==> config.mk <==
export PLATFORM = sky130hd
export DESIGN_NAME = hs_xfer_engine
export DESIGN_NICKNAME = d
export VERILOG_FILES = /design/src/rtl/hs_xfer_pkg.sv /design/src/rtl/hs_out_buf.sv /design/src/rtl/hs_rsp_buf.sv /design/src/rtl/hs_hs_ctrl.sv /design/src/rtl/hs_xfer_engine.sv
export SDC_FILE = /design/constraint.sdc
export NUM_CORES = 2
export LEC_CHECK = 0
export BUFFER_PORTS_ARGS = -buffer_cell sky130_fd_sc_hd__buf_4
export CORE_AREA = 2 2 422 299
export DETAILED_ROUTE_END_ITERATION = 10
export DIE_AREA = 0 0 424 301
export HOLD_SLACK_MARGIN = 0.03
export PLACE_DENSITY_LB_ADDON = 0.2
export SLEW_MARGIN = 20
export SYNTH_ARGS = -nofsm -noshare
export SYNTH_HDL_FRONTEND = slang
export SYNTH_HIERARCHICAL = 1
export SYNTH_SLANG_ARGS = --single-unit
export TNS_END_PERCENT = 1
==> constraint.sdc <==
create_clock -name clk -period 4.88 [get_ports clk]
set_input_delay 0.732 -clock clk [delete_from_list [all_inputs] [get_ports clk]]
set_output_delay 0.732 -clock clk [all_outputs]
set_load 0.05 [all_outputs]
==> src/rtl/hs_xfer_pkg.sv <==
// Package: bit positions of the handshake and direction fields.
// Assumes the port-B and control registers are at least 6 bits wide.
package hs_xfer_pkg;
    localparam int REQ_BIT = 3;   // request, driven by the block, active low
    localparam int ACK_BIT = 4;   // acknowledge from host, active low
    localparam int TIP_BIT = 5;   // transfer in progress from host, active low
    localparam int DIR_BIT = 4;   // control: 1 = host to device
endpackage

==> src/rtl/hs_out_buf.sv <==
// Outbound packet buffer: appends bytes while not full, flushes the
// count at end of packet, and offers a combinational read port.
// Assumes DEPTH is a power of two; push and flush never coincide.
module hs_out_buf #(
    parameter int DW    = 8,
    parameter int DEPTH = 16
) (
    input  logic                       clk,
    input  logic                       rst_n,
    input  logic                       push,
    input  logic                       flush,
    input  logic [DW-1:0]              din,
    input  logic [$clog2(DEPTH)-1:0]   raddr,
    output logic [DW-1:0]              rdata,
    output logic [$clog2(DEPTH):0]     cnt,
    output logic                       full
);
    localparam int AW = $clog2(DEPTH);
    localparam int CW = AW + 1;

    logic [DW-1:0] mem [DEPTH];

    assign full  = (cnt == CW'(DEPTH));
    assign rdata = mem[raddr];

    // Count of bytes held in the current packet.
    always_ff @(posedge clk) begin
        if (!rst_n)                cnt <= '0;
        else if (flush)            cnt <= '0;
        else if (push && !full)    cnt <= cnt + 1'b1;
    end

    // Byte storage, cleared on reset.
    always_ff @(posedge clk) begin
        if (!rst_n) begin
            for (int i = 0; i < DEPTH; i++) mem[i] <= '0;
        end else if (push && !full) begin
            mem[cnt[AW-1:0]] <= din;
        end
    end
endmodule

==> src/rtl/hs_rsp_buf.sv <==
// Response buffer: written through a load port, armed by a commit with
// a clamped length, read sequentially by pop. Status outputs already
// account for a commit in the same cycle.
// Assumes DEPTH is a power of two and no write hits entry 0 while committing.
module hs_rsp_buf #(
    parameter int DW    = 8,
    parameter int DEPTH = 128
) (
    input  logic                       clk,
    input  logic                       rst_n,
    input  logic                       wr,
    input  logic [$clog2(DEPTH)-1:0]   waddr,
    input  logic [DW-1:0]              wdata,
    input  logic                       commit,
    input  logic [$clog2(DEPTH):0]     len_in,
    input  logic                       pop,
    output logic                       avail,
    output logic                       last,
    output logic [DW-1:0]              byte_q
);
    localparam int AW = $clog2(DEPTH);
    localparam int LW = AW + 1;

    logic [DW-1:0] mem [DEPTH];
    logic [LW-1:0] idx, len, len_cl, eff_idx, eff_len;
    logic [LW:0]   idx_inc;

    // Effective read position and length, after any same-cycle commit.
    always_comb begin
        len_cl  = (len_in > LW'(DEPTH)) ? LW'(DEPTH) : len_in;
        eff_idx = commit ? '0 : idx;
        eff_len = commit ? len_cl : len;
        idx_inc = {1'b0, eff_idx} + 1'b1;
        avail   = (eff_idx < eff_len);
        last    = (idx_inc >= {1'b0, eff_len});
        byte_q  = mem[eff_idx[AW-1:0]];
    end

    // Read position and armed length.
    always_ff @(posedge clk) begin
        if (!rst_n) begin
            idx <= '0;
            len <= '0;
        end else begin
            if (commit) len <= len_cl;
            if (pop)    idx <= idx_inc[LW-1:0];
            else        idx <= eff_idx;
        end
    end

    // Response byte storage, cleared on reset.
    always_ff @(posedge clk) begin
        if (!rst_n) begin
            for (int i = 0; i < DEPTH; i++) mem[i] <= '0;
        end else if (wr) begin
            mem[waddr] <= wdata;
        end
    end
endmodule

==> src/rtl/hs_hs_ctrl.sv <==
// Handshake controller: merges same-cycle register writes into effective
// values, compares them with the stored port-B copy (which serves as the
// previous value), and decides push, pop, flush, request level and flag.
// Assumes buffer status inputs already reflect a same-cycle commit.
module hs_hs_ctrl
    import hs_xfer_pkg::*;
#(
    parameter int DW = 8,
    parameter int CW = 5
) (
    input  logic          clk,
    input  logic          rst_n,
    input  logic          portb_wr,
    input  logic [DW-1:0] portb_wdata,
    input  logic          ctrl_wr,
    input  logic [DW-1:0] ctrl_wdata,
    input  logic          sd_wr,
    input  logic [DW-1:0] sd_wdata,
    input  logic          flag_clr,
    input  logic          commit,
    input  logic          ob_full,
    input  logic [CW-1:0] ob_cnt,
    input  logic          rsp_avail,
    input  logic          rsp_last,
    input  logic [DW-1:0] rsp_byte,
    output logic [DW-1:0] portb_q,
    output logic [DW-1:0] sd_q,
    output logic          sd_flag,
    output logic          ob_push,
    output logic          ob_flush,
    output logic          rsp_pop,
    output logic [DW-1:0] push_data,
    output logic          pkt_valid,
    output logic [CW-1:0] pkt_len
);
    logic          dir_q;
    logic [DW-1:0] eff_b, b_nxt, sd_nxt;
    logic          eff_dir, eval_en, pair_chg, set_flag;

    // Decide this cycle's handshake action from effective and stored values.
    always_comb begin
        eff_b = portb_q;
        if (portb_wr) begin
            eff_b          = portb_wdata;
            eff_b[REQ_BIT] = portb_q[REQ_BIT];
        end
        eff_dir   = ctrl_wr ? ctrl_wdata[DIR_BIT] : dir_q;
        sd_nxt    = sd_wr ? sd_wdata : sd_q;
        push_data = sd_nxt;
        eval_en   = portb_wr | ctrl_wr | commit;
        pair_chg  = (eff_b[TIP_BIT] != portb_q[TIP_BIT]) ||
                    (eff_b[ACK_BIT] != portb_q[ACK_BIT]);
        b_nxt     = eff_b;
        set_flag  = commit;
        ob_push   = 1'b0;
        ob_flush  = 1'b0;
        rsp_pop   = 1'b0;
        if (eval_en) begin
            if (!eff_b[TIP_BIT]) begin
                if (eff_dir) begin
                    if (pair_chg && !ob_full) begin
                        ob_push  = 1'b1;
                        set_flag = 1'b1;
                    end
                end else if (pair_chg && rsp_avail) begin
                    rsp_pop  = 1'b1;
                    sd_nxt   = rsp_byte;
                    set_flag = 1'b1;
                    if (rsp_last) b_nxt[REQ_BIT] = 1'b1;
                end
            end else if (portb_q[TIP_BIT] &&
                         (eff_b[ACK_BIT] != portb_q[ACK_BIT])) begin
                b_nxt[REQ_BIT] = eff_b[ACK_BIT];
                set_flag       = 1'b1;
            end else begin
                if (!portb_q[TIP_BIT]) begin
                    set_flag = 1'b1;
                    ob_flush = (ob_cnt != '0);
                end
                if (rsp_avail) b_nxt[REQ_BIT] = 1'b0;
            end
        end
    end

    // Registered port-B, direction and shift data.
    always_ff @(posedge clk) begin
        if (!rst_n) begin
            portb_q <= '0;
            dir_q   <= 1'b0;
            sd_q    <= '0;
        end else begin
            portb_q <= b_nxt;
            dir_q   <= eff_dir;
            sd_q    <= sd_nxt;
        end
    end

    // Flag with set priority, and the packet-complete pulse.
    always_ff @(posedge clk) begin
        if (!rst_n) begin
            sd_flag   <= 1'b0;
            pkt_valid <= 1'b0;
            pkt_len   <= '0;
        end else begin
            sd_flag   <= (sd_flag & ~flag_clr) | set_flag;
            pkt_valid <= ob_flush;
            pkt_len   <= ob_flush ? ob_cnt : '0;
        end
    end
endmodule

==> src/rtl/hs_xfer_engine.sv <==
// Top: handshaked byte transfer engine. Connects the handshake controller
// to the outbound packet buffer and the response buffer.
// Assumes DATA_W >= 6 and power-of-two buffer depths.
module hs_xfer_engine #(
    parameter int DATA_W    = 8,
    parameter int OB_DEPTH  = 16,
    parameter int RSP_DEPTH = 128
) (
    input  logic                          clk,
    input  logic                          rst_n,
    input  logic                          portb_wr,
    input  logic [DATA_W-1:0]             portb_wdata,
    output logic [DATA_W-1:0]             portb_q,
    input  logic                          ctrl_wr,
    input  logic [DATA_W-1:0]             ctrl_wdata,
    input  logic                          sd_wr,
    input  logic [DATA_W-1:0]             sd_wdata,
    output logic [DATA_W-1:0]             sd_q,
    output logic                          sd_flag,
    input  logic                          sd_flag_clr,
    input  logic                          rsp_wr,
    input  logic [$clog2(RSP_DEPTH)-1:0]  rsp_waddr,
    input  logic [DATA_W-1:0]             rsp_wdata,
    input  logic                          rsp_commit,
    input  logic [$clog2(RSP_DEPTH):0]    rsp_len,
    input  logic [$clog2(OB_DEPTH)-1:0]   ob_raddr,
    output logic [DATA_W-1:0]             ob_rdata,
    output logic                          pkt_valid,
    output logic [$clog2(OB_DEPTH):0]     pkt_len
);
    localparam int OCW = $clog2(OB_DEPTH) + 1;

    logic              ob_push, ob_flush, ob_full, rsp_pop, rsp_avail, rsp_last;
    logic [OCW-1:0]    ob_cnt;
    logic [DATA_W-1:0] rsp_byte, push_data;

    hs_hs_ctrl #(.DW(DATA_W), .CW(OCW)) u_ctrl (
        .clk(clk), .rst_n(rst_n),
        .portb_wr(portb_wr), .portb_wdata(portb_wdata),
        .ctrl_wr(ctrl_wr), .ctrl_wdata(ctrl_wdata),
        .sd_wr(sd_wr), .sd_wdata(sd_wdata),
        .flag_clr(sd_flag_clr), .commit(rsp_commit),
        .ob_full(ob_full), .ob_cnt(ob_cnt),
        .rsp_avail(rsp_avail), .rsp_last(rsp_last), .rsp_byte(rsp_byte),
        .portb_q(portb_q), .sd_q(sd_q), .sd_flag(sd_flag),
        .ob_push(ob_push), .ob_flush(ob_flush), .rsp_pop(rsp_pop),
        .push_data(push_data), .pkt_valid(pkt_valid), .pkt_len(pkt_len)
    );

    hs_out_buf #(.DW(DATA_W), .DEPTH(OB_DEPTH)) u_obuf (
        .clk(clk), .rst_n(rst_n),
        .push(ob_push), .flush(ob_flush), .din(push_data),
        .raddr(ob_raddr), .rdata(ob_rdata),
        .cnt(ob_cnt), .full(ob_full)
    );

    hs_rsp_buf #(.DW(DATA_W), .DEPTH(RSP_DEPTH)) u_rbuf (
        .clk(clk), .rst_n(rst_n),
        .wr(rsp_wr), .waddr(rsp_waddr), .wdata(rsp_wdata),
        .commit(rsp_commit), .len_in(rsp_len), .pop(rsp_pop),
        .avail(rsp_avail), .last(rsp_last), .byte_q(rsp_byte)
    );
endmodule

==> impl_metrics.csv <==
group,metric,value,unit
drt,drt_iter0_drc,4346,
clock_tree,cts-root-buf,"clkbuf_16",
synth,yosys-top-cells-area,"edfxtp_1, and2_1, mux4_2",
cells_and_area,drive_above_1_share,14.27,%
outcome,status,"finished clean",
timing,clock-skew-final,0.02771,ns
pwr,combPwrFrac,7.2,%
synth,netlist_area,57690,sq um
grt,antenna_found_initial,3,
critical_path,arrival,4.53,ns
timing,setup_viol,0,
cells_and_area,finish.instance_area,63810,sq um
critical_path,cpPeakStageDelay,0.87,ns
synth,synth_most_common_cell,"edfxtp_1",
cells_and_area,layout.nets,4587,
placement,hpwlAfterDp,102.5,mm
timing,post-route-period-util,79.50,%
pwr,ir_worst_vdd,342.5,uV
critical_path,worst_setup_path_start_kind,"flop",
grt,grt_pass1_wl,236.1,mm
synth,yosysWarnings,6,
synth,syn_area_per_cell,12.95,sq um
drt,vias_per_cell,5.846,
timing,final.setup.tns,0,ns
drt,drtAntennaViolNets,0,
synth,synth_seq_cells,1197,
timing,min_period,3.880,ns
clock_tree,h-tree-depth,3,
floorplanning,ios,90,
clock_tree,clk_latency,0.75,ns
timing,slew_violations,0,
floorplanning,die_area,127600,sq um
pwr,swShare,23.11,%
floorplanning,start_util,46.81,%
critical_path,cp_slowest_cell,"a2111oi_0",
run,maxCapViolCount,0,
critical_path,cpLargestDelayFamily,"compound AO/OA/AOI/OAI gates",
cells_and_area,fin_cells,6256,
synth,synth_common_cells,"edfxtp_1, and2_1, nor2_1",
critical_path,crit_required,5.53,ns
synth,synthesis.instances,4456,
timing,rsz0062_at_grt,"false",
floorplanning,row_count,108,
clock_tree,cts-resized-gates,0,
floorplanning,coreArea,123200,sq um
cells_and_area,area_growth_syn_to_layout,10.60,%
synth,syn_nets,4536,
drt,wl_per_cell,25.51,microns
pwr,internal-power,17.12,mW
critical_path,path_max_fanout,46,
grt,grt_usage,24.90,%
synth,synth_edf_count,1152,
synth,synth_cell_types,87,
drt,drtPass1Iterations,7,
timing,slew_headroom,23.45,%
floorplanning,fp.dieH,301,microns
timing,fmax,257.8,MHz
cells_and_area,post-route-util,51.78,%
clock_tree,cts_buffers,115,
drt,vias,36570,
pwr,switchingPower,5.145,mW
drt,drc,0,
grt,grt_max_degree,104,
synth,ys_seq_area_share,61.52,%
placement,place.gp.congestion,0.8627,
clock_tree,tritoncts,"built",
synth,synth_top_area_share,59.96,%
clock_tree,ctsHoldBuffers,0,
clock_tree,cts_setup_buffers,0,
pwr,seqPwrFrac,53.4,%
hold_path,hp-class,"primary input to flop",
clock_tree,path_clk_slew,0.06,ns
critical_path,worst-setup-path-type,"flop to flop",
placement,place_area,60180,sq um
synth,synth_top_area_cell,"edfxtp_1",
placement,placedCellCount,6040,
drt,drt_wl_total,159.6,mm
critical_path,worstSetupEndpointType,"flop",
critical_path,path_buf_inv,2,
placement,numPortBuffers,81,
pwr,power_density,348.9,nW/um^2
pwr,clkPwrFrac,39.4,%
critical_path,cp_cell_sequence,"buf_4 > mux4_2 > nor2_1 > a2111oi_0 > nor4_1 > buf_4 > a32oi_1 > nor2_1 > nor3b_2",
floorplanning,die_w,424,microns
synth,dominantRegCellSynth,"edfxtp_1",
grt,grt_pass1_vias,35024,
clock_tree,cts.sinks,1197,
pwr,leakage,21.70,nW
clock_tree,cts_max_path_buffers,3,
timing,hold_viol,0,
synth,ys_async_sr_fraction,0,%
timing,worst_slew_pin_slew,1.119,ns
grt,grt_overflow,0,
## state kept, by name, summed over array words and instances, names as in the netlist
signal,flops
u_ctrl/pkt_valid,1
u_ctrl/portb_q,8
u_rbuf/idx,8
u_ctrl/dir_q,1
u_ctrl/sd_q,8
u_ctrl/pkt_len,5
u_rbuf/len,8
u_obuf/mem,128
u_obuf/cnt,5
u_rbuf/mem,1024
u_ctrl/sd_flag,1
## power groups by stage
stage	clock network, mW	registers [mW]	logic [mW]
2_1_floorplan	0	12.1	0.976
3_3_place_gp	0	12.1	1.57
3_5_place_dp	0	12.1	1.59
4_1_cts	8.92	11.9	1.59
5_1_grt	9.32	11.9	1.70
6_report	8.78	11.9	1.60
## cells by family (layout without fill, tap and decap cells)
group,after synthesis,after routing,share of synthesized area (%)
AND/OR/NAND/NOR,1821,1821,17.79
flip-flops,1197,1197,61.52
AO/OA/AOI/OAI,680,680,7.916
buffers and inverters,385,533,3.596
multiplexers,339,339,8.510
adder cells (fa/ha/maj),21,21,0.4554
XOR/XNOR,13,13,0.2104
other,0,2,0
## layer usage
metal  vias up  routed length [microns]  track usage [%]
li1      16457                        -                -
met1     18353                    74850            39.25
met2      1553                    67930            36.12
met3       203                    13830            4.237
met4         4                     2954            4.855
met5         -                       26                0
## stage by stage
stage	total power [mW]	hold WS, ns	worst slack [ns]
floorplan	13.05	0.4547	0.7320
global placement	13.67	0.4816	0.5314
detailed placement	13.70	0.4805	0.5517
CTS	22.40	0.2193	1.087
global route	22.96	0.2359	0.7872
finish	22.27	0.2682	1.000
## worst register-to-register path, stage by stage, from the launching register on
cell and delay, ns:
dfxtp_4 0.77, buf_4 0.65, mux4_2 0.39, nor2_1 0.06
a2111oi_0 0.87, nor4_1 0.15, buf_4 0.22, a32oi_1 0.37
nor2_1 0.13, nor3b_2 0.19
## cell type report
type	instances	area, sq um
Tap cell	1650	2064
Antenna cell	2	5.005
Fill cell	10498	59430
Clock inverter	65	536.8
Timing Repair Buffer	299	2377
Inverter	20	81.33
Sequential cell	1197	35510
Clock buffer	149	3077
Multi-Input combinational cell	2874	20160
## cells in the final DEF (no fill, tap or decap), types with 32 or more instances in the layout
cell | synthesis | routed
nor2_1 | 379 | 379
mux2_2 | 56 | 56
mux4_2 | 84 | 84
clkbuf_16 | 0 | 116
o221ai_1 | 67 | 67
a2bb2oi_1 | 41 | 41
nor2b_1 | 77 | 77
dfxtp_1 | 45 | 42
o22ai_1 | 37 | 37
buf_4 | 24 | 287
and2_1 | 1081 | 1081
nand2b_1 | 35 | 32
nand2_1 | 104 | 102
edfxtp_1 | 1152 | 1152
o21ai_0 | 200 | 175
mux2i_1 | 174 | 174
a21oi_1 | 132 | 132
a22oi_1 | 52 | 52
## worst paths after layout
path	from	to	slack, ns	cells past startpoint
max	u_rbuf/idx[0]	u_ctrl/sd_q[1]	1.00	9
min	portb_wdata[1]	u_ctrl/portb_q[1]	0.27	3
max reg2reg	u_rbuf/idx[0]	u_ctrl/sd_q[1]	1.00	9
min reg2reg	u_ctrl/portb_q[3]	u_ctrl/portb_q[3]	0.49	2
Note: power is estimated with default switching activity, not from simulation.
